--- src/rtl/i2cseq_pkg.sv ---
`timescale 1ns/1ps
package i2cseq_pkg;
  localparam int ADDR_W = 7;
  localparam int BYTE_W = 8;
  localparam int STAT_W = 5;

  localparam logic [STAT_W-1:0] ST_ADDR_NACK   = 5'h01;
  localparam logic [STAT_W-1:0] ST_DATA_NACK   = 5'h02;
  localparam logic [STAT_W-1:0] ST_SEQ_TIMEOUT = 5'h08;
  localparam logic [STAT_W-1:0] ST_ABORT       = 5'h10;

  typedef struct packed {
    logic              restart;
    logic              stop;
    logic              rd;
    logic [ADDR_W-1:0] addr;
    logic              rsvd;
    logic [BYTE_W-1:0] data;
  } cmdWord_t;

  localparam int CMD_W = $bits(cmdWord_t);

  typedef enum logic [2:0] {
    S_IDLE, S_ISSUE, S_WAIT_TX, S_WAIT_RX, S_SKIP, S_FINISH
  } seqState_t;

  typedef struct packed {
    logic              loadMsg;
    logic              cmdSent;
    logic              decRem;
    logic              tmrClr;
    logic              tmrInc;
    logic              errSet;
    logic [STAT_W-1:0] errCode;
    logic              txnClr;
  } seqStrobe_t;
endpackage

--- src/rtl/i2cseq_ctrl.sv ---
`timescale 1ns/1ps
module i2cseq_ctrl
  import i2cseq_pkg::*;
(
  input  logic       clk,
  input  logic       rstN,
  input  logic       msgValid,
  input  logic       msgRead,
  input  logic       msgLast,
  input  logic       msgLenZero,
  input  logic       wrValid,
  input  logic       cmdReady,
  input  logic       txEmpty,
  input  logic       txAbort,
  input  logic       abrtAddrNack,
  input  logic       abrtDataNack,
  input  logic       rxNotEmpty,
  input  logic       curRead,
  input  logic       curLast,
  input  logic       remOne,
  input  logic       errSeen,
  input  logic       tmrExpired,
  output logic       msgReady,
  output logic       wrReady,
  output logic       cmdValid,
  output logic       rxPop,
  output logic       done,
  output seqStrobe_t sb
);
  seqState_t st, nxt;
  seqState_t endMsg;

  assign endMsg = curLast ? S_FINISH : S_IDLE;

  always_ff @(posedge clk) begin
    if (!rstN) st <= S_IDLE;
    else       st <= nxt;
  end

  always_comb begin
    nxt = st;
    sb = '0;
    msgReady = 1'b0;
    wrReady = 1'b0;
    cmdValid = 1'b0;
    rxPop = 1'b0;
    done = 1'b0;
    unique case (st)
      S_IDLE: begin
        msgReady = 1'b1;
        if (msgValid) begin
          sb.loadMsg = 1'b1;
          if (errSeen) begin
            if (!msgRead && !msgLenZero) nxt = S_SKIP;
            else if (msgLast)            nxt = S_FINISH;
          end else if (msgLenZero) begin
            sb.errSet = 1'b1;
            sb.errCode = ST_ABORT;
            if (msgLast) nxt = S_FINISH;
          end else begin
            nxt = S_ISSUE;
          end
        end
      end
      S_ISSUE: begin
        cmdValid = curRead ? 1'b1 : wrValid;
        wrReady = !curRead && cmdReady;
        if (cmdValid && cmdReady) begin
          sb.tmrClr = 1'b1;
          sb.cmdSent = 1'b1;
          if (curRead) nxt = S_WAIT_RX;
          else begin
            sb.decRem = 1'b1;
            if (remOne) nxt = S_WAIT_TX;
          end
        end else if (!cmdReady) begin
          if (tmrExpired) begin
            sb.tmrClr = 1'b1;
            sb.errSet = 1'b1;
            sb.errCode = ST_SEQ_TIMEOUT;
            nxt = curRead ? endMsg : S_SKIP;
          end else begin
            sb.tmrInc = 1'b1;
          end
        end
      end
      S_WAIT_TX: begin
        if (txEmpty) begin
          sb.tmrClr = 1'b1;
          nxt = endMsg;
          if (txAbort) begin
            sb.errSet = 1'b1;
            sb.errCode = abrtDataNack ? ST_DATA_NACK :
                         abrtAddrNack ? ST_ADDR_NACK : ST_ABORT;
          end
        end else if (tmrExpired) begin
          sb.tmrClr = 1'b1;
          sb.errSet = 1'b1;
          sb.errCode = ST_SEQ_TIMEOUT;
          nxt = endMsg;
        end else begin
          sb.tmrInc = 1'b1;
        end
      end
      S_WAIT_RX: begin
        if (abrtAddrNack) begin
          sb.tmrClr = 1'b1;
          sb.errSet = 1'b1;
          sb.errCode = ST_ADDR_NACK;
          nxt = endMsg;
        end else if (rxNotEmpty) begin
          rxPop = 1'b1;
          sb.tmrClr = 1'b1;
          sb.decRem = 1'b1;
          nxt = remOne ? endMsg : S_ISSUE;
        end else if (tmrExpired) begin
          sb.tmrClr = 1'b1;
          sb.errSet = 1'b1;
          sb.errCode = ST_SEQ_TIMEOUT;
          nxt = endMsg;
        end else begin
          sb.tmrInc = 1'b1;
        end
      end
      S_SKIP: begin
        wrReady = 1'b1;
        if (wrValid) begin
          sb.decRem = 1'b1;
          if (remOne) nxt = endMsg;
        end
      end
      S_FINISH: begin
        done = 1'b1;
        sb.txnClr = 1'b1;
        nxt = S_IDLE;
      end
      default: nxt = S_IDLE;
    endcase
  end
endmodule

--- src/rtl/i2cseq_dp.sv ---
`timescale 1ns/1ps
module i2cseq_dp
  import i2cseq_pkg::*;
#(
  parameter int LEN_W       = 8,
  parameter int TIMEOUT_CYC = 4_000_000
) (
  input  logic              clk,
  input  logic              rstN,
  input  seqStrobe_t        sb,
  input  logic [ADDR_W-1:0] msgAddr,
  input  logic              msgRead,
  input  logic [LEN_W-1:0]  msgLen,
  input  logic              msgLast,
  input  logic [BYTE_W-1:0] wrData,
  output logic              msgLenZero,
  output logic [CMD_W-1:0]  cmdWord,
  output logic              curRead,
  output logic              curLast,
  output logic              remOne,
  output logic              tmrExpired,
  output logic              errSeen,
  output logic [STAT_W-1:0] status
);
  localparam int TMR_W = $clog2(TIMEOUT_CYC + 1);

  logic [ADDR_W-1:0] curAddr, refAddr;
  logic              refRead, inTxn, restartPend;
  logic [LEN_W-1:0]  rem;
  logic [TMR_W-1:0]  timer;
  cmdWord_t          word;

  always_ff @(posedge clk) begin
    if (!rstN) begin
      curAddr <= '0; refAddr <= '0; refRead <= 1'b0; curRead <= 1'b0;
      curLast <= 1'b0; inTxn <= 1'b0; restartPend <= 1'b0; rem <= '0;
      timer <= '0; errSeen <= 1'b0; status <= '0;
    end else begin
      if (sb.loadMsg) begin
        curAddr <= msgAddr;
        curRead <= msgRead;
        curLast <= msgLast;
        rem <= msgLen;
        restartPend <= inTxn && ((msgAddr != refAddr) || (msgRead != refRead));
        refAddr <= msgAddr;
        refRead <= msgRead;
        inTxn <= 1'b1;
      end
      if (sb.cmdSent) restartPend <= 1'b0;
      if (sb.decRem)  rem <= rem - LEN_W'(1);
      if (sb.tmrClr)      timer <= '0;
      else if (sb.tmrInc) timer <= timer + TMR_W'(1);
      if (sb.errSet) begin
        status <= status | sb.errCode;
        errSeen <= 1'b1;
      end
      if (sb.txnClr) begin
        status <= '0;
        errSeen <= 1'b0;
        inTxn <= 1'b0;
      end
    end
  end

  assign msgLenZero = (msgLen == '0);
  assign remOne = (rem == LEN_W'(1));
  assign tmrExpired = (timer == TMR_W'(TIMEOUT_CYC - 1));

  always_comb begin
    word.restart = restartPend;
    word.stop = curLast && remOne;
    word.rd = curRead;
    word.addr = curAddr;
    word.rsvd = 1'b0;
    word.data = curRead ? '0 : wrData;
  end
  assign cmdWord = word;
endmodule

--- src/rtl/i2c_msg_seq.sv ---
`timescale 1ns/1ps
module i2c_msg_seq
  import i2cseq_pkg::*;
#(
  parameter int LEN_W       = 8,
  parameter int TIMEOUT_CYC = 4_000_000
) (
  input  logic              clk,
  input  logic              rstN,
  input  logic              msgValid,
  output logic              msgReady,
  input  logic [ADDR_W-1:0] msgAddr,
  input  logic              msgRead,
  input  logic [LEN_W-1:0]  msgLen,
  input  logic              msgLast,
  input  logic              wrValid,
  output logic              wrReady,
  input  logic [BYTE_W-1:0] wrData,
  output logic              rdValid,
  output logic [BYTE_W-1:0] rdData,
  output logic              cmdValid,
  input  logic              cmdReady,
  output logic [CMD_W-1:0]  cmdWord,
  input  logic              txEmpty,
  input  logic              txAbort,
  input  logic              abrtAddrNack,
  input  logic              abrtDataNack,
  input  logic              rxNotEmpty,
  input  logic [BYTE_W-1:0] rxData,
  output logic              rxPop,
  output logic              done,
  output logic [STAT_W-1:0] status
);
  seqStrobe_t sb;
  logic msgLenZero, curRead, curLast, remOne, tmrExpired, errSeen;

  i2cseq_ctrl u_ctrl (
    .clk, .rstN, .msgValid, .msgRead, .msgLast, .msgLenZero, .wrValid,
    .cmdReady, .txEmpty, .txAbort, .abrtAddrNack, .abrtDataNack,
    .rxNotEmpty, .curRead, .curLast, .remOne, .errSeen, .tmrExpired,
    .msgReady, .wrReady, .cmdValid, .rxPop, .done, .sb
  );

  i2cseq_dp #(.LEN_W(LEN_W), .TIMEOUT_CYC(TIMEOUT_CYC)) u_dp (
    .clk, .rstN, .sb, .msgAddr, .msgRead, .msgLen, .msgLast, .wrData,
    .msgLenZero, .cmdWord, .curRead, .curLast, .remOne, .tmrExpired,
    .errSeen, .status
  );

  assign rdValid = rxPop;
  assign rdData = rxData;
endmodule

--- config.mk ---
export PLATFORM = sky130hd
export DESIGN_NAME = i2c_msg_seq
export DESIGN_NICKNAME = d
export VERILOG_FILES = /design/src/rtl/i2cseq_pkg.sv /design/src/rtl/i2cseq_ctrl.sv /design/src/rtl/i2cseq_dp.sv /design/src/rtl/i2c_msg_seq.sv
export SDC_FILE = /design/constraint.sdc
export NUM_CORES = 1
export LEC_CHECK = 0
export BUFFER_PORTS_ARGS = -buffer_cell sky130_fd_sc_hd__buf_2
export CELL_PAD_IN_SITES_DETAIL_PLACEMENT = 0
export CELL_PAD_IN_SITES_GLOBAL_PLACEMENT = 1
export CORE_ASPECT_RATIO = 1.75
export CORE_MARGIN = 10
export CORE_UTILIZATION = 43
export CTS_BUF_LIST = sky130_fd_sc_hd__clkbuf_8
export DETAILED_ROUTE_END_ITERATION = 10
export PLACE_DENSITY_LB_ADDON = 0.1
export SYNTH_ARGS = -nofsm -noshare
export SYNTH_HDL_FRONTEND = slang
export SYNTH_SLANG_ARGS = --single-unit
export TNS_END_PERCENT = 1
--- constraint.sdc ---
create_clock -name clk -period 6.2 [get_ports clk]
set_input_delay 1.24 -clock clk [delete_from_list [all_inputs] [get_ports clk]]
set_output_delay 1.24 -clock clk [all_outputs]
set_load 0.01 [all_outputs]
# After elaboration in Yosys (flattened, before gate mapping)
# Index checks and enable logic that the tools add are counted.
[classes]
add_sub_neg = 2
multipliers = 0
div = 0
magnitude_cmp = 0
eq_ne = 15
n_shift = 0
n_mux = 60
bitwise = 2
n_reduce_logical = 16
[op_table]
columns = ["op", "n"]
rows = [
  ["3-bit two-way mux", 19],
  ["6-bit two-way mux", 7],
  ["8-bit two-way mux", 4],
  ["6-bit one-hot mux with 4 select lines", 1],
  ["22-bit by 1-bit adder with 22-bit output, second input constant", 1],
  ["22-bit == test, second input constant", 1],
  ["1-bit two-way mux", 20],
  ["3-bit one-hot mux with 5 select lines", 1],
  ["7-bit two-way mux", 2],
  ["5-bit two-way mux", 2],
  ["8-bit by 1-bit == test with 1-bit output, second input constant", 1],
  ["8-bit zero test", 1],
  ["8-bit by 1-bit subtractor with 8-bit output, second input constant", 1],
  ["7-bit != test", 1],
  ["3-bit by 2-bit == test with 1-bit output, second input constant", 2],
  ["3-bit == test, second input constant", 2],
  ["3-bit by 2-bit != test with 1-bit output, second input constant", 2],
  ["2-bit one-hot mux with 3 select lines", 1],
  ["6-bit AND reduction", 1],
  ["2-bit OR reduction", 3],
  ["1-bit logical AND", 5],
  ["5-bit OR", 1],
  ["2-bit != test, second input constant", 2],
  ["4-bit by 2-bit != test with 1-bit output, second input constant", 1],
  ["11 further kinds", 13],
]
[word_totals]
ff_bits = 50
latchBits = 0
mem_bits_rw = 0
romBits = 0
input_bits = 43
out_inout_bits = 38
mem_count = 0

# Longest topological paths before layout
# Gate-level depths: netlist of run 1.
[depth]
word_depth = 7
mapped_depth = 8

# Modules after synthesis
# Synthesis of run 1 repeated with hierarchy kept, for this count alone.
[hier_totals]
hier_cells = 361
area_unflattened_um2 = 2877.8
[by_module_without_submodules]
columns = ["module", "n_inst", "cells_each", "area_each_um2", "seq_area_each_um2"]
rows = [
  ["i2cseq_dp", 1, 258, 2200.9, 940.9],
  ["i2cseq_ctrl", 1, 94, 609.3, 60.1],
  ["i2c_msg_seq", 1, 9, 67.6, 0.0],
]

# Worst setup path before layout of run 1
# OpenSTA, ideal clock, no wires.
[synth_path]
path_type = "input to output"
from = "input abrtAddrNack"
to = "output rxPop"
arrival_time_ns = 1.693
required_time_ns = 4.960
path_slack_ns = 3.267
stages = 3
path_buffers = 1
path_cell_list = "inv_1 > and3_1 > buf_4"
[synth_between]
elab_chain_cells = 2
[synth_rtl]
columns = ["element", "line", "source"]
rows = [
  ["from (decl)", "i2c_msg_seq.sv:26", "input logic abrtAddrNack,"],
  ["1-bit two-way mux", "i2cseq_ctrl.sv:106", "if (abrtAddrNack) begin"],
  ["1-bit two-way mux", "i2cseq_ctrl.sv:48", "unique case (st)"],
  ["to (decl)", "i2c_msg_seq.sv:30", "output logic rxPop,"],
]
# Every way passes these cells.

# Worst setup path after layout of run 1
[layout_path]
from = "input abrtAddrNack"
to = "output rdValid"
[layout_between]
elab_chain_cells = 2
[layout_rtl]
columns = ["element", "line", "source"]
rows = [
  ["1-bit two-way mux", "i2cseq_ctrl.sv:106", ""],
  ["1-bit two-way mux", "i2cseq_ctrl.sv:48", ""],
  ["to (decl)", "i2c_msg_seq.sv:19", "output logic rdValid,"],
]
# Every way passes these cells.

==> results of run 1 <==
through the flow:
stage / std cells / worst slack (ps)
floorplan: 379 / 3270
global placement: 496 / 3080
detailed placement: 496 / 3070
CTS: 504 / 3070
global route: 504 / 3000
finish: 504 / 3060
cells in the mapped netlist, drive strengths merged, types with 6 or more instances:
master   n  area share (%)
nor2    48             6.3
nand3    7             1.3
dfxtp   49              32
nor2b   15             3.1
buf     20             5.2
nand2b   6             1.2
and2     6             1.2
a21boi  11             2.7
clkbuf  10             1.2
nor3    18             4.1
nand4    9             1.9
inv      8            0.99
o21a     6             1.5
a21oi   13             2.3
xnor2   24             6.9
o21ai    9             1.9
nand2   41             5.1
metal layers:
metal / vias to the layer above / GRT usage, % / part of all wire (%)
li1: 1392 / - / -
met1: 1286 / 14.5 / 36
met2: 67 / 29.6 / 55
met3: 26 / 3.90 / 5.0
met4: 0 / 8.32 / 4.1
met5: - / 0 / 0
logic make-up (layout without fill, tap and decap cells):
kind of cell,Yosys count,after routing,synth area share (%)
other,1,2,0.123
flip-flops,49,49,32.2
AND/OR/NAND/NOR,183,183,32.3
AO/OA/AOI/OAI,71,71,16.9
adder cells (fa/ha/maj),3,3,1.23
multiplexers,4,4,1.40
buffers and inverters,38,79,7.40
XOR/XNOR,29,29,8.35
worst max-delay path, stage by stage:
cell	delay, ps
buf_2	130
inv_1	90
and3_1	260
buf_2	170
layout make-up:
type	instances	share of cell area, %
Sequential cell	49	29.2
Clock buffer	5	2.05
Clock inverter	3	0.447
Inverter	8	0.894
Timing Repair Buffer	63	9.46
Multi-Input combinational cell	292	54.8
Tap cell	84	3.13
power breakdown:
part	internal (mW)	switching [mW]	leakage, nW	total (mW)
Clock	0.0768	0.108	0.0467	0.184
Sequential	0.346	0.0526	0.398	0.399
Combinational	0.123	0.176	0.817	0.299
Total	0.546	0.336	1.26	0.883
sequential cells by signal, indices dropped and copies added, names as in the netlist:
name              flops
u_ctrl.st             3
u_dp.curAddr          7
u_dp.curLast          1
u_dp.errSeen          1
u_dp.inTxn            1
u_dp.refRead          1
u_dp.rem              8
u_dp.restartPend      1
u_dp.status           4
u_dp.timer           22
path summary, 6_finish.rpt:
kind                          from                to  slack (ps)  cells past startpoint
hold / removal    u_dp.restartPend  u_dp.restartPend         450                      2
setup reg to reg    u_dp.timer[16]    u_dp.timer[11]        3310                      6
setup / recovery      abrtAddrNack           rdValid        3060                      4
hold reg to reg   u_dp.restartPend  u_dp.restartPend         450                      2
==> impl_results.rst, run 1 <==
.. list-table::
   :header-rows: 1

   * - Metric
     - Value
   * - Result of the run
     - finished, final reports clean
   * - Register cell area after layout
     - 981 µm²
   * - Maximum VDD drop
     - 0.000130 V
   * - Pleak
     - 1.26 nW
   * - Detailed Route WL
     - 8.69 mm
   * - Tightest slew margin relative to the limit
     - 33.6%
   * - DRC violations left
     - 0
   * - Synth Cell Area
     - 3040 µm²
   * - Latest clock arrival within the worst-skew pair
     - 310 ps
   * - Total half-perimeter wirelength after legalization and detailed placement
     - 6.82 mm
   * - Antenna cells
     - 0
   * - Die area
     - 11000 µm²
   * - Max Clock Skew
     - 3.83 ps
   * - Cell row count
     - 40
   * - Crit path max fanout
     - 5
   * - Fraction of layout instances using a drive strength above 1
     - 21.2%
   * - Placer's final routability congestion estimate
     - 0.867
   * - Final Power
     - 0.883 mW
   * - Slew Viols, Final
     - 0
   * - Minimum clock period
     - 3140 ps
   * - Highest clock frequency the design can meet
     - 319 MHz
   * - Number of instances in the synthesized netlist
     - 378
   * - Final #Nets
     - 465
   * - Period Utilization, post-route
     - 50.6%
   * - Antenna-violating nets left
     - 0
   * - Post-synth cell types
     - 68
   * - Yosys warns
     - 0
   * - Ys flop type
     - dfxtp_1
   * - Clock tree root driver cell
     - clkbuf_8
   * - Clock tree from TritonCTS
     - built
   * - Proportion of register bits with asynchronous set or reset after synthesis
     - 0%
   * - Setup violation total in the final timing report
     - 0
   * - Total overflow reported by the global router
     - 0
   * - Number of fillers in the final layout
     - 727
   * - Detailed router's first-iteration violation count
     - 112
   * - Critical Path Start Type
     - input pin
   * - Post-CTS Hold Fix Bufs
     - 0
   * - Cell Area, Placed
     - 3270 µm²
   * - Number of antenna violations at the first check in global routing
     - 0
   * - Most common cell after layout, fill and taps aside
     - buf_2
   * - Most frequent cells in the layout
     - buf_2 (62), dfxtp_1 (49), nor2_1 (46), nand2_1 (41), xnor2_1 (24)
   * - Total of buffers placed on input and output ports
     - 62
   * - Post_cts resized
     - 0
   * - Area occupied by multi-input gates
     - 1840 µm²
   * - Worst Setup Path Type
     - in -> out
   * - Number of flops mapped to enable cells by yosys
     - 0
   * - Utilization after layout
     - 49.0%
   * - Setup crit end kind
     - primary output
   * - Buffer levels on the longest clock path
     - 2
   * - X dimension of the die
     - 83.6 µm
   * - CTS clock-pin slew for the worst setup and hold paths
     - 90 ps
   * - Max_cap viols
     - 0
   * - Sequential area share after synthesis
     - 32.2%
   * - Power per cell area
     - 263 nW/µm²
   * - Height of the die
     - 131 µm
   * - Number of hold violations in the final report
     - 0
   * - Final-layout worst hold slack
     - 452 ps
   * - Top-level port count
     - 81
   * - Post-layout instance area
     - 3360 µm²
   * - Wire length per cell
     - 17.2 µm
   * - Initial DRT Pass Iterations
     - 4
   * - CP required
     - 4960 ps
   * - Accumulated negative setup slack
     - 0 ps
   * - Combined global-route utilization of all metal layers
     - 15.6%
   * - Setup repair after global routing missed its margin
     - false
   * - Vias in the first global route
     - 2927
   * - Initial core utilization
     - 44.4%
   * - Transition at the pin with the smallest max-transition slack
     - 997 ps
   * - Number of synthesized register bits
     - 49
   * - Vias per cell
     - 5.50
   * - Post-Synthesis Mean Instance Area
     - 8.05 µm²
   * - Num CTS Buffers
     - 5
   * - H-tree Lvls
     - 2
   * - Area inside the core boundary
     - 6860 µm²
   * - Overall via count from detail_route
     - 2771
   * - Tightest Hold Check Type
     - reg -> reg
   * - Area growth from synthesis to layout
     - 10.4%
   * - Data arrival at the endpoint of the critical path
     - 1900 ps
   * - Clock Sink Count
     - 49
   * - Largest net degree at the start of global routing
     - 24
   * - Global-route wire length before repair
     - 14.3 mm
   * - Number of buffers added for setup after CTS
     - 0
Note: power is estimated with default switching activity, not from simulation.
==> run 2: changes to the inputs <==
--- a/config.mk
+++ b/config.mk
@@ -5,12 +5,13 @@
 export SDC_FILE = /design/constraint.sdc
 export NUM_CORES = 1
 export LEC_CHECK = 0
+export ABC_AREA = 1
 export BUFFER_PORTS_ARGS = -buffer_cell sky130_fd_sc_hd__buf_2
 export CELL_PAD_IN_SITES_DETAIL_PLACEMENT = 0
 export CELL_PAD_IN_SITES_GLOBAL_PLACEMENT = 1
 export CORE_ASPECT_RATIO = 1.75
 export CORE_MARGIN = 10
-export CORE_UTILIZATION = 43
+export CORE_UTILIZATION = 34
 export CTS_BUF_LIST = sky130_fd_sc_hd__clkbuf_8
 export DETAILED_ROUTE_END_ITERATION = 10
 export PLACE_DENSITY_LB_ADDON = 0.1
==> constraint.sdc (replaced) <==
create_clock -name clk -period 2.7 [get_ports clk]
set_input_delay 0.54 -clock clk [delete_from_list [all_inputs] [get_ports clk]]
set_output_delay 0.54 -clock clk [all_outputs]
set_load 0.01 [all_outputs]
==> run 2 against run 1 <==
Cell count grew 27%. Via count is 14% higher. Clock power rose to 3.0 times the previous value. Count of clock-buffer cells in the layout up 1. Power grew to 2.6 times the previous value. Non-clock buffer count rose by 2. Critical path type is now reg -> out. Largest cell class unchanged.
==> impl_results.rst, run 2 <==
.. list-table::
   :header-rows: 1

   * - Metric
     - Value
   * - Result of the run
     - finished, final reports clean (unchanged)
   * - Total overflow reported by the global router
     - 0 (unchanged)
   * - Area inside the core boundary
     - 9040 µm² (was 6860 µm²)
   * - Antenna cells
     - 0 (unchanged)
   * - Yosys warns
     - 0 (unchanged)
   * - Critical Path Start Type
     - flip-flop (was input pin)
   * - Post-synth cell types
     - 41 (was 68)
   * - Synth Area in Compound Gates
     - 14.2% (was 16.9%)
   * - Final #Nets
     - 566 (was 465)
   * - Transition at the pin with the smallest max-transition slack
     - 600 ps (was 997 ps)
   * - Clock tree root driver cell
     - clkbuf_8 (unchanged)
   * - Register with the highest flop count
     - u_dp.timer (unchanged)
   * - Period Utilization, post-route
     - 81.1%
   * - Setup violation total in the final timing report
     - 0 (unchanged)
   * - Post-Synth XOR/XNOR Area
     - 6.71% (was 8.35%)
   * - H-tree Lvls
     - 2 (unchanged)
   * - Vias per cell
     - 4.93 (was 5.50)
   * - Accumulated negative setup slack
     - 0 ps (unchanged)
   * - Buffer levels on the longest clock path
     - 2 (unchanged)
   * - Max Clock Skew
     - 7.13 ps (was 3.83 ps)
   * - Placer's final routability congestion estimate
     - 0.882 (was 0.867)
   * - Most common cell after layout, fill and taps aside
     - nand2_1 (was buf_2)
   * - Most used standard cell by instance count after synthesis
     - nand2_1 (was dfxtp_1)
   * - Initial core utilization
     - 34.6% (was 44.4%)
   * - Combined global-route utilization of all metal layers
     - 14.1% (was 15.6%)
   * - Number of instances in the synthesized netlist
     - 469 (was 378)
   * - Power per cell area
     - 652 nW/µm² (was 263 nW/µm²)
   * - Initial DRT Pass Iterations
     - 4 (unchanged)
   * - Post-Synthesis Mean Instance Area
     - 6.67 µm² (was 8.05 µm²)
   * - Detailed Route WL
     - 9.73 mm (was 8.69 mm)
   * - Number of flops mapped to enable cells by yosys
     - 0 (unchanged)
   * - DRC violations left
     - 0 (unchanged)
   * - Total of buffers placed on input and output ports
     - 62 (unchanged)
   * - Ranking of synthesized cells by area
     - dfxtp_1 (31%), nand2_1 (9.7%), nor2_1 (8.2%) (was dfxtp_1 (32%), xnor2_1 (6.9%), nor2_1 (5.7%))
   * - Number of antenna violations at the first check in global routing
     - 0 (unchanged)
   * - Number of buffers added for setup after CTS
     - 0 (unchanged)
   * - Flip-flop count of the largest register, all copies and words added
     - 22 (unchanged)
   * - Final Power
     - 2.34 mW (was 0.883 mW)
   * - Maximum VDD drop
     - 0.000355 V (was 0.000130 V)
   * - Most frequent cells in the layout
     - nand2_1 (81), nor2_1 (68), inv_1 (62), buf_2 (62), dfxtp_1 (49) (was buf_2 (62), dfxtp_1 (49), nor2_1 (46), nand2_1 (41), xnor2_1 (24))
   * - Largest net degree at the start of global routing
     - 23 (was 24)
   * - Number of fillers in the final layout
     - 1023 (was 727)
   * - Post-CTS Hold Fix Bufs
     - 0 (unchanged)
   * - Crit path max fanout
     - 4 (was 5)
   * - Proportion of register bits with asynchronous set or reset after synthesis
     - 0% (unchanged)
   * - X dimension of the die
     - 92.5 µm (was 83.6 µm)
   * - Proportion of synthesized area in mux cells
     - 0% (was 1.40%)
   * - Height of the die
     - 147 µm (was 131 µm)
   * - Post_cts resized
     - 0 (unchanged)
   * - Setup crit end kind
     - primary output (unchanged)
   * - Adder-cell share of the synthesized area
     - 1.20% (was 1.23%)
   * - Minimum clock period
     - 2190 ps
   * - Data arrival at the endpoint of the critical path
     - 1650 ps (was 1900 ps)
   * - Clock Sink Count
     - 49 (unchanged)
   * - Largest registers
     - u_dp.timer: 22 flops, u_dp.rem: 8 flops, u_dp.curAddr: 7 flops (unchanged)
   * - Latest clock arrival within the worst-skew pair
     - 310 ps (about the same)
   * - Highest clock frequency the design can meet
     - 457 MHz
   * - Max_cap viols
     - 0 (unchanged)
   * - Number of synthesized register bits
     - 49 (unchanged)
   * - Synth Cell Area
     - 3130 µm² (was 3040 µm²)
   * - Overall via count from detail_route
     - 3162 (was 2771)
   * - Wire length per cell
     - 15.2 µm (was 17.2 µm)
   * - Tightest Hold Check Type
     - in -> reg (was reg -> reg)
   * - Worst Setup Path Type
     - reg -> out (was in -> out)
   * - Top post-synthesis cells by count
     - nand2_1 (81), nor2_1 (68), inv_1 (61), dfxtp_1 (49), a21oi_1 (34) (was dfxtp_1 (49), nor2_1 (46), nand2_1 (41), xnor2_1 (24))
   * - Area growth from synthesis to layout
     - 14.7% (was 10.4%)
   * - Detailed router's first-iteration violation count
     - 111 (was 112)
   * - Vias in the first global route
     - 3101 (was 2927)
   * - CTS clock-pin slew for the worst setup and hold paths
     - 90 ps (about the same)
   * - Global-route wire length before repair
     - 15.4 mm (was 14.3 mm)
   * - Antenna-violating nets left
     - 0 (unchanged)
   * - Clock tree from TritonCTS
     - built (unchanged)
   * - Ys flop type
     - dfxtp_1 (unchanged)
   * - Total half-perimeter wirelength after legalization and detailed placement
     - 8.01 mm (was 6.82 mm)
   * - Simple-gate share of the synthesized area
     - 33.5% (was 32.3%)
   * - Fraction of layout instances using a drive strength above 1
     - 19.6% (was 21.2%)
   * - Synth area leader
     - dfxtp_1 (unchanged)
   * - Setup repair after global routing missed its margin
     - false (unchanged)
   * - Area fraction of the dominant cell type after synthesis
     - 31.3% (was 32.2%)
   * - Top-level port count
     - 81 (unchanged)
   * - Die area
     - 13600 µm² (was 11000 µm²)
   * - Slew Viols, Final
     - 0 (unchanged)
   * - Pleak
     - 1.64 nW (was 1.26 nW)
   * - Number of hold violations in the final report
     - 0 (unchanged)
   * - Cell row count
     - 46 (was 40)
   * - Combinational family with the most area after synthesis
     - simple AND/OR/NAND/NOR gates (unchanged)
   * - Sequential area share after synthesis
     - 31.3% (was 32.2%)
   * - CP required
     - 2160 ps (was 4960 ps)
   * - Num CTS Buffers
     - 5 (unchanged)
   * - Tightest slew margin relative to the limit
     - 59.6% (was 33.6%)
run 2: cell count changes in the layout (fill, tap and decap cells not counted), moves of 6 or more:
| cell | change |
|---|---|
| a21oi_1 | +22 |
| nand2_1 | +40 |
| nor3_2 | -6 |
| xnor2_1 | -16 |
| nand4_1 | +6 |
| inv_1 | +52 |
| nand2b_1 | -6 |
| xor2_1 | +11 |
| nor2_1 | +22 |
| inv_2 | +8 |
| a21boi_0 | -10 |
| nor2b_1 | -15 |
| o21ai_0 | +18 |
| nand3_1 | +15 |
run 2: path summary, 6_finish.rpt:
path / end / start / cells past startpoint / slack (ps)
max: cmdWord[17] / u_dp.rem[3] / 6 / 510
min: u_dp.status[1] / abrtDataNack / 3 / 470
max reg2reg: u_dp.timer[8] / u_dp.timer[0] / 9 / 640
min reg2reg: u_dp.restartPend / u_dp.inTxn / 2 / 470
run 2: layout make-up:
cell class	count	area, µm²	area share, %
inverter	69	259	7.22
clock inverter	2	33.8	0.941
sequential	49	981	27.3
multi-input combinational	330	1750	48.8
clock buffer	6	82.6	2.30
timing repair buffer	65	333	9.27
tap	120	150	4.18
run 2: power breakdown:
part | internal, mW | switching [mW] | total [mW]
Combinational | 0.312 | 0.563 | 0.876
Clock | 0.299 | 0.256 | 0.554
Sequential | 0.810 | 0.0992 | 0.909
Total | 1.42 | 0.918 | 2.34
run 2: metal layers:
layer / wire, µm / track usage, % / vias to the layer above
li1: - / - / 1604
met1: 3400 / 12.5 / 1454
met2: 5640 / 28.3 / 78
met3: 309 / 3.01 / 26
met4: 386 / 7.13 / 0
met5: 0 / 0 / -
run 2: metrics by stage:
stage	util, %	setup slack (ps)	hold WS (ps)	area [µm²]	instances
3_3_place_gp	38.4	677	453	3470	633
4_1_cts	39.7	463	459	3590	641
2_1_floorplan	-	1020	436	3130	470
3_5_place_dp	38.4	640	455	3470	633
6_report	39.7	510	472	3590	641
5_1_grt	39.7	350	491	3590	641
run 2: cells by family after synthesis:
group | Yosys count
AOI/OAI and AO/OA | 80
xor gates and xnor gates | 24
adders and majority gates | 3
buffers and inverters | 91
DFF | 49
other | 1
and+or+nand+nor | 221
run 2: critical path, cell delays in order, from the launching register on:
cell,delay [ps]
dfxtp_1,370
nor2_1,260
nand3_1,120
nor2_1,200
inv_1,130
nor2_1,120
buf_2,150
==> run 3: changes to the inputs <==
==> constraint.sdc (replaced) <==
create_clock -name clk -period 1.9 [get_ports clk]
set_input_delay 0.38 -clock clk [delete_from_list [all_inputs] [get_ports clk]]
set_output_delay 0.38 -clock clk [all_outputs]
set_load 0.01 [all_outputs]
==> run 3 against run 2 <==
Largest cell class unchanged. Flip-flop and latch count did not move. Worst setup slack lost 450 ps. Register-to-register slack lost 480 ps. Sequential power up 41%. Count of clock-buffer cells in the layout decreased by 1. Utilization up 2.0 points. Cell count grew 2.7%.
==> impl_results.rst, run 3 (synthesis results as in run 2) <==
.. list-table::
   :header-rows: 1

   * - Metric
     - Value
   * - Overall via count from detail_route
     - 3170 (was 3162)
   * - Vias per cell
     - 4.82 (was 4.93)
   * - List of cells traversed by the critical path
     - nand3_2 -> inv_2 -> nand3_1 -> inv_1 -> buf_2 (was nor2_1 -> nand3_1 -> nor2_1 -> inv_1 -> nor2_1 -> buf_2)
   * - Post-layout instance area
     - 3770 µm² (was 3590 µm²)
   * - Final #Nets
     - 584 (was 566)
   * - Area growth from synthesis to layout
     - 20.4% (was 14.7%)
   * - Highest clock frequency the design can meet
     - 544 MHz
   * - Tightest Hold Check Type
     - in -> reg (unchanged)
   * - Result of the run
     - finished, final reports clean (unchanged)
   * - Share of power burned in combinational logic
     - 40.8% (was 37.4%)
   * - Clk network pwr share
     - 22.0% (was 23.7%)
   * - Pleak
     - 1.73 nW (was 1.64 nW)
   * - Top-level port count
     - 81 (unchanged)
   * - Most common cell after layout, fill and taps aside
     - nand2_1 (unchanged)
   * - Clock tree from TritonCTS
     - built (unchanged)
   * - Period Utilization, post-route
     - 96.8%
   * - Biggest cell delay along the critical path
     - 440 ps (was 370 ps)
   * - Detailed Route WL
     - 10.1 mm (was 9.73 mm)
   * - Die area
     - 13600 µm² (unchanged)
   * - Clock Sink Count
     - 49 (unchanged)
   * - DRC violations left
     - 0 (unchanged)
   * - Wire length per cell
     - 15.3 µm (was 15.2 µm)
   * - Power per cell area
     - 913 nW/µm² (was 652 nW/µm²)
   * - Worst Setup Path Type
     - reg -> out (unchanged)
   * - Dominant delay contributor by cell family on the critical path
     - flip-flops (was simple AND/OR/NAND/NOR gates)
   * - Buffer levels on the longest clock path
     - 2 (unchanged)
   * - Placer's final routability congestion estimate
     - 0.950 (was 0.882)
   * - Global-route wire length before repair
     - 16.1 mm (was 15.4 mm)
   * - Fraction of layout instances using a drive strength above 1
     - 24.5% (was 19.6%)
   * - Minimum clock period
     - 1840 ps
   * - Flip-flop count of the largest register, all copies and words added
     - 22 (unchanged)
   * - Number of hold violations in the final report
     - 0 (unchanged)
   * - Data arrival at the endpoint of the critical path
     - 1460 ps (was 1650 ps)
   * - Total overflow reported by the global router
     - 0 (unchanged)
   * - Latest clock arrival within the worst-skew pair
     - 320 ps (was 310 ps)
   * - Total half-perimeter wirelength after legalization and detailed placement
     - 8.31 mm (was 8.01 mm)
   * - Total of buffers placed on input and output ports
     - 62 (unchanged)
   * - Max_cap viols
     - 0 (unchanged)
   * - Switching share of total power
     - 39.5% (was 39.2%)
   * - Height of the die
     - 147 µm (unchanged)
   * - Crit path max fanout
     - 7 (was 4)
   * - Register with the highest flop count
     - u_dp.timer (unchanged)
   * - Sequential fraction of design power
     - 37.2% (was 38.9%)
   * - Initial core utilization
     - 34.6% (unchanged)
   * - Maximum VDD drop
     - 0.000470 V (was 0.000355 V)
   * - Critical Path Start Type
     - flip-flop (unchanged)
   * - Worst-path cell with the longest stage delay
     - dfxtp_2 (was dfxtp_1)
   * - Antenna cells
     - 0 (unchanged)
   * - Max Clock Skew
     - 15.0 ps (was 7.13 ps)
   * - H-tree Lvls
     - 2 (unchanged)
   * - Number of antenna violations at the first check in global routing
     - 0 (unchanged)
   * - Cell Area, Placed
     - 3610 µm² (was 3470 µm²)
   * - Largest net degree at the start of global routing
     - 23 (unchanged)
   * - Setup violation total in the final timing report
     - 0 (unchanged)
   * - Detailed router's first-iteration violation count
     - 152 (was 111)
   * - Setup crit end kind
     - primary output (unchanged)
   * - Cell row count
     - 46 (unchanged)
   * - CP required
     - 1520 ps (was 2160 ps)
   * - Number of fillers in the final layout
     - 996 (was 1023)
   * - Setup repair after global routing missed its margin
     - true (was false)
   * - Switching power
     - 1.36 mW (was 0.918 mW)
   * - Antenna-violating nets left
     - 0 (unchanged)
   * - Cell Int Power
     - 2.08 mW (was 1.42 mW)
   * - Utilization after layout
     - 41.7% (was 39.7%)
   * - Largest registers
     - u_dp.timer: 22 flops, u_dp.rem: 8 flops, u_dp.curAddr: 7 flops (unchanged)
   * - Most frequent cells in the layout
     - nand2_1 (81), nor2_1 (66), buf_2 (62), inv_1 (59), dfxtp_1 (43) (was nand2_1 (81), nor2_1 (68), inv_1 (62), buf_2 (62), dfxtp_1 (49))
   * - Combined global-route utilization of all metal layers
     - 14.9% (was 14.1%)
   * - Slew Viols, Final
     - 0 (unchanged)
   * - Clock tree root driver cell
     - clkbuf_8 (unchanged)
   * - CTS clock-pin slew for the worst setup and hold paths
     - 100 ps (was 90 ps)
   * - Vias in the first global route
     - 3234 (was 3101)
   * - Num CTS Buffers
     - 5 (unchanged)
   * - Number of buffer and inverter stages on the critical path
     - 3 (was 2)
   * - Area inside the core boundary
     - 9040 µm² (unchanged)
   * - X dimension of the die
     - 92.5 µm (unchanged)
   * - Post-CTS Hold Fix Bufs
     - 0 (unchanged)
   * - Initial DRT Pass Iterations
     - 4 (unchanged)
-- run 3: power by group through the flow --
stage	Sequential, mW	Clock, mW	Combinational [mW]
after floorplan	1.29	0	0.920
after global placement	1.29	0	1.36
after detailed placement	1.29	0	1.36
after CTS	1.28	0.781	1.38
after global routing	1.30	0.821	1.57
final	1.28	0.757	1.40
-- run 3: stage by stage --
stage,hold slack (ps),power [mW],instances,setup slack [ps],setup TNS [ps]
floorplan,436,2.21,470,219,0
global placement,447,2.65,649,84.4,0
detailed placement,452,2.65,649,90.2,0
CTS,299,3.44,656,0.900,0
global route,324,3.69,658,-15.7,-23.4
finish,311,3.44,658,60.8,0
-- run 3: worst register-to-register path, delay by kind of cell (launching register included) --
kind / cells / cell delay, ps
and+or+nand+nor: 4 / 570
DFF: 1 / 360
AOI/OAI and AO/OA: 2 / 310
adders and majority gates: 1 / 210
buffers and inverters: 1 / 190
-- run 3: timing repair --
| action | 4_1_cts | 5_1_grt |
|---|---|---|
| buffers inserted | 0 | 2 |
| pin swaps | 0 | 3 |
| gates cloned | 0 | 0 |
| gates resized for setup | 4 | 12 |
| setup endpoints to repair | 4 | 16 |
-- run 3: layout make-up --
type / instances / area (µm²) / share of cell area (%)
clock buffers: 5 / 68.8 / 1.83
clock inverters: 2 / 35.0 / 0.929
inverters: 69 / 259 / 6.87
multi-input cells: 330 / 1790 / 47.4
flip-flops and latches: 49 / 988 / 26.2
well taps: 120 / 150 / 3.98
repair buffers: 83 / 480 / 12.7
-- run 3: final timing paths --
| path | from | endpoint | slack (ps) | cells past startpoint |
|---|---|---|---|---|
| setup reg to reg | u_dp.timer[0] | u_ctrl.st[1] | 160 | 8 |
| hold / removal | abrtDataNack | u_dp.status[1] | 310 | 3 |
| hold reg to reg | u_dp.inTxn | u_dp.restartPend | 460 | 2 |
| setup / recovery | u_ctrl.st[0] | rxPop | 60 | 5 |
-- run 3: metal layers --
metal | global-route usage, % | vias up | routed length (µm)
met1 | 13.0 | 1447 | 3480
met4 | 7.98 | 0 | 430
met2 | 29.9 | 58 | 5850
met3 | 3.21 | 24 | 298
li1 | - | 1641 | -
met5 | 0 | - | 0
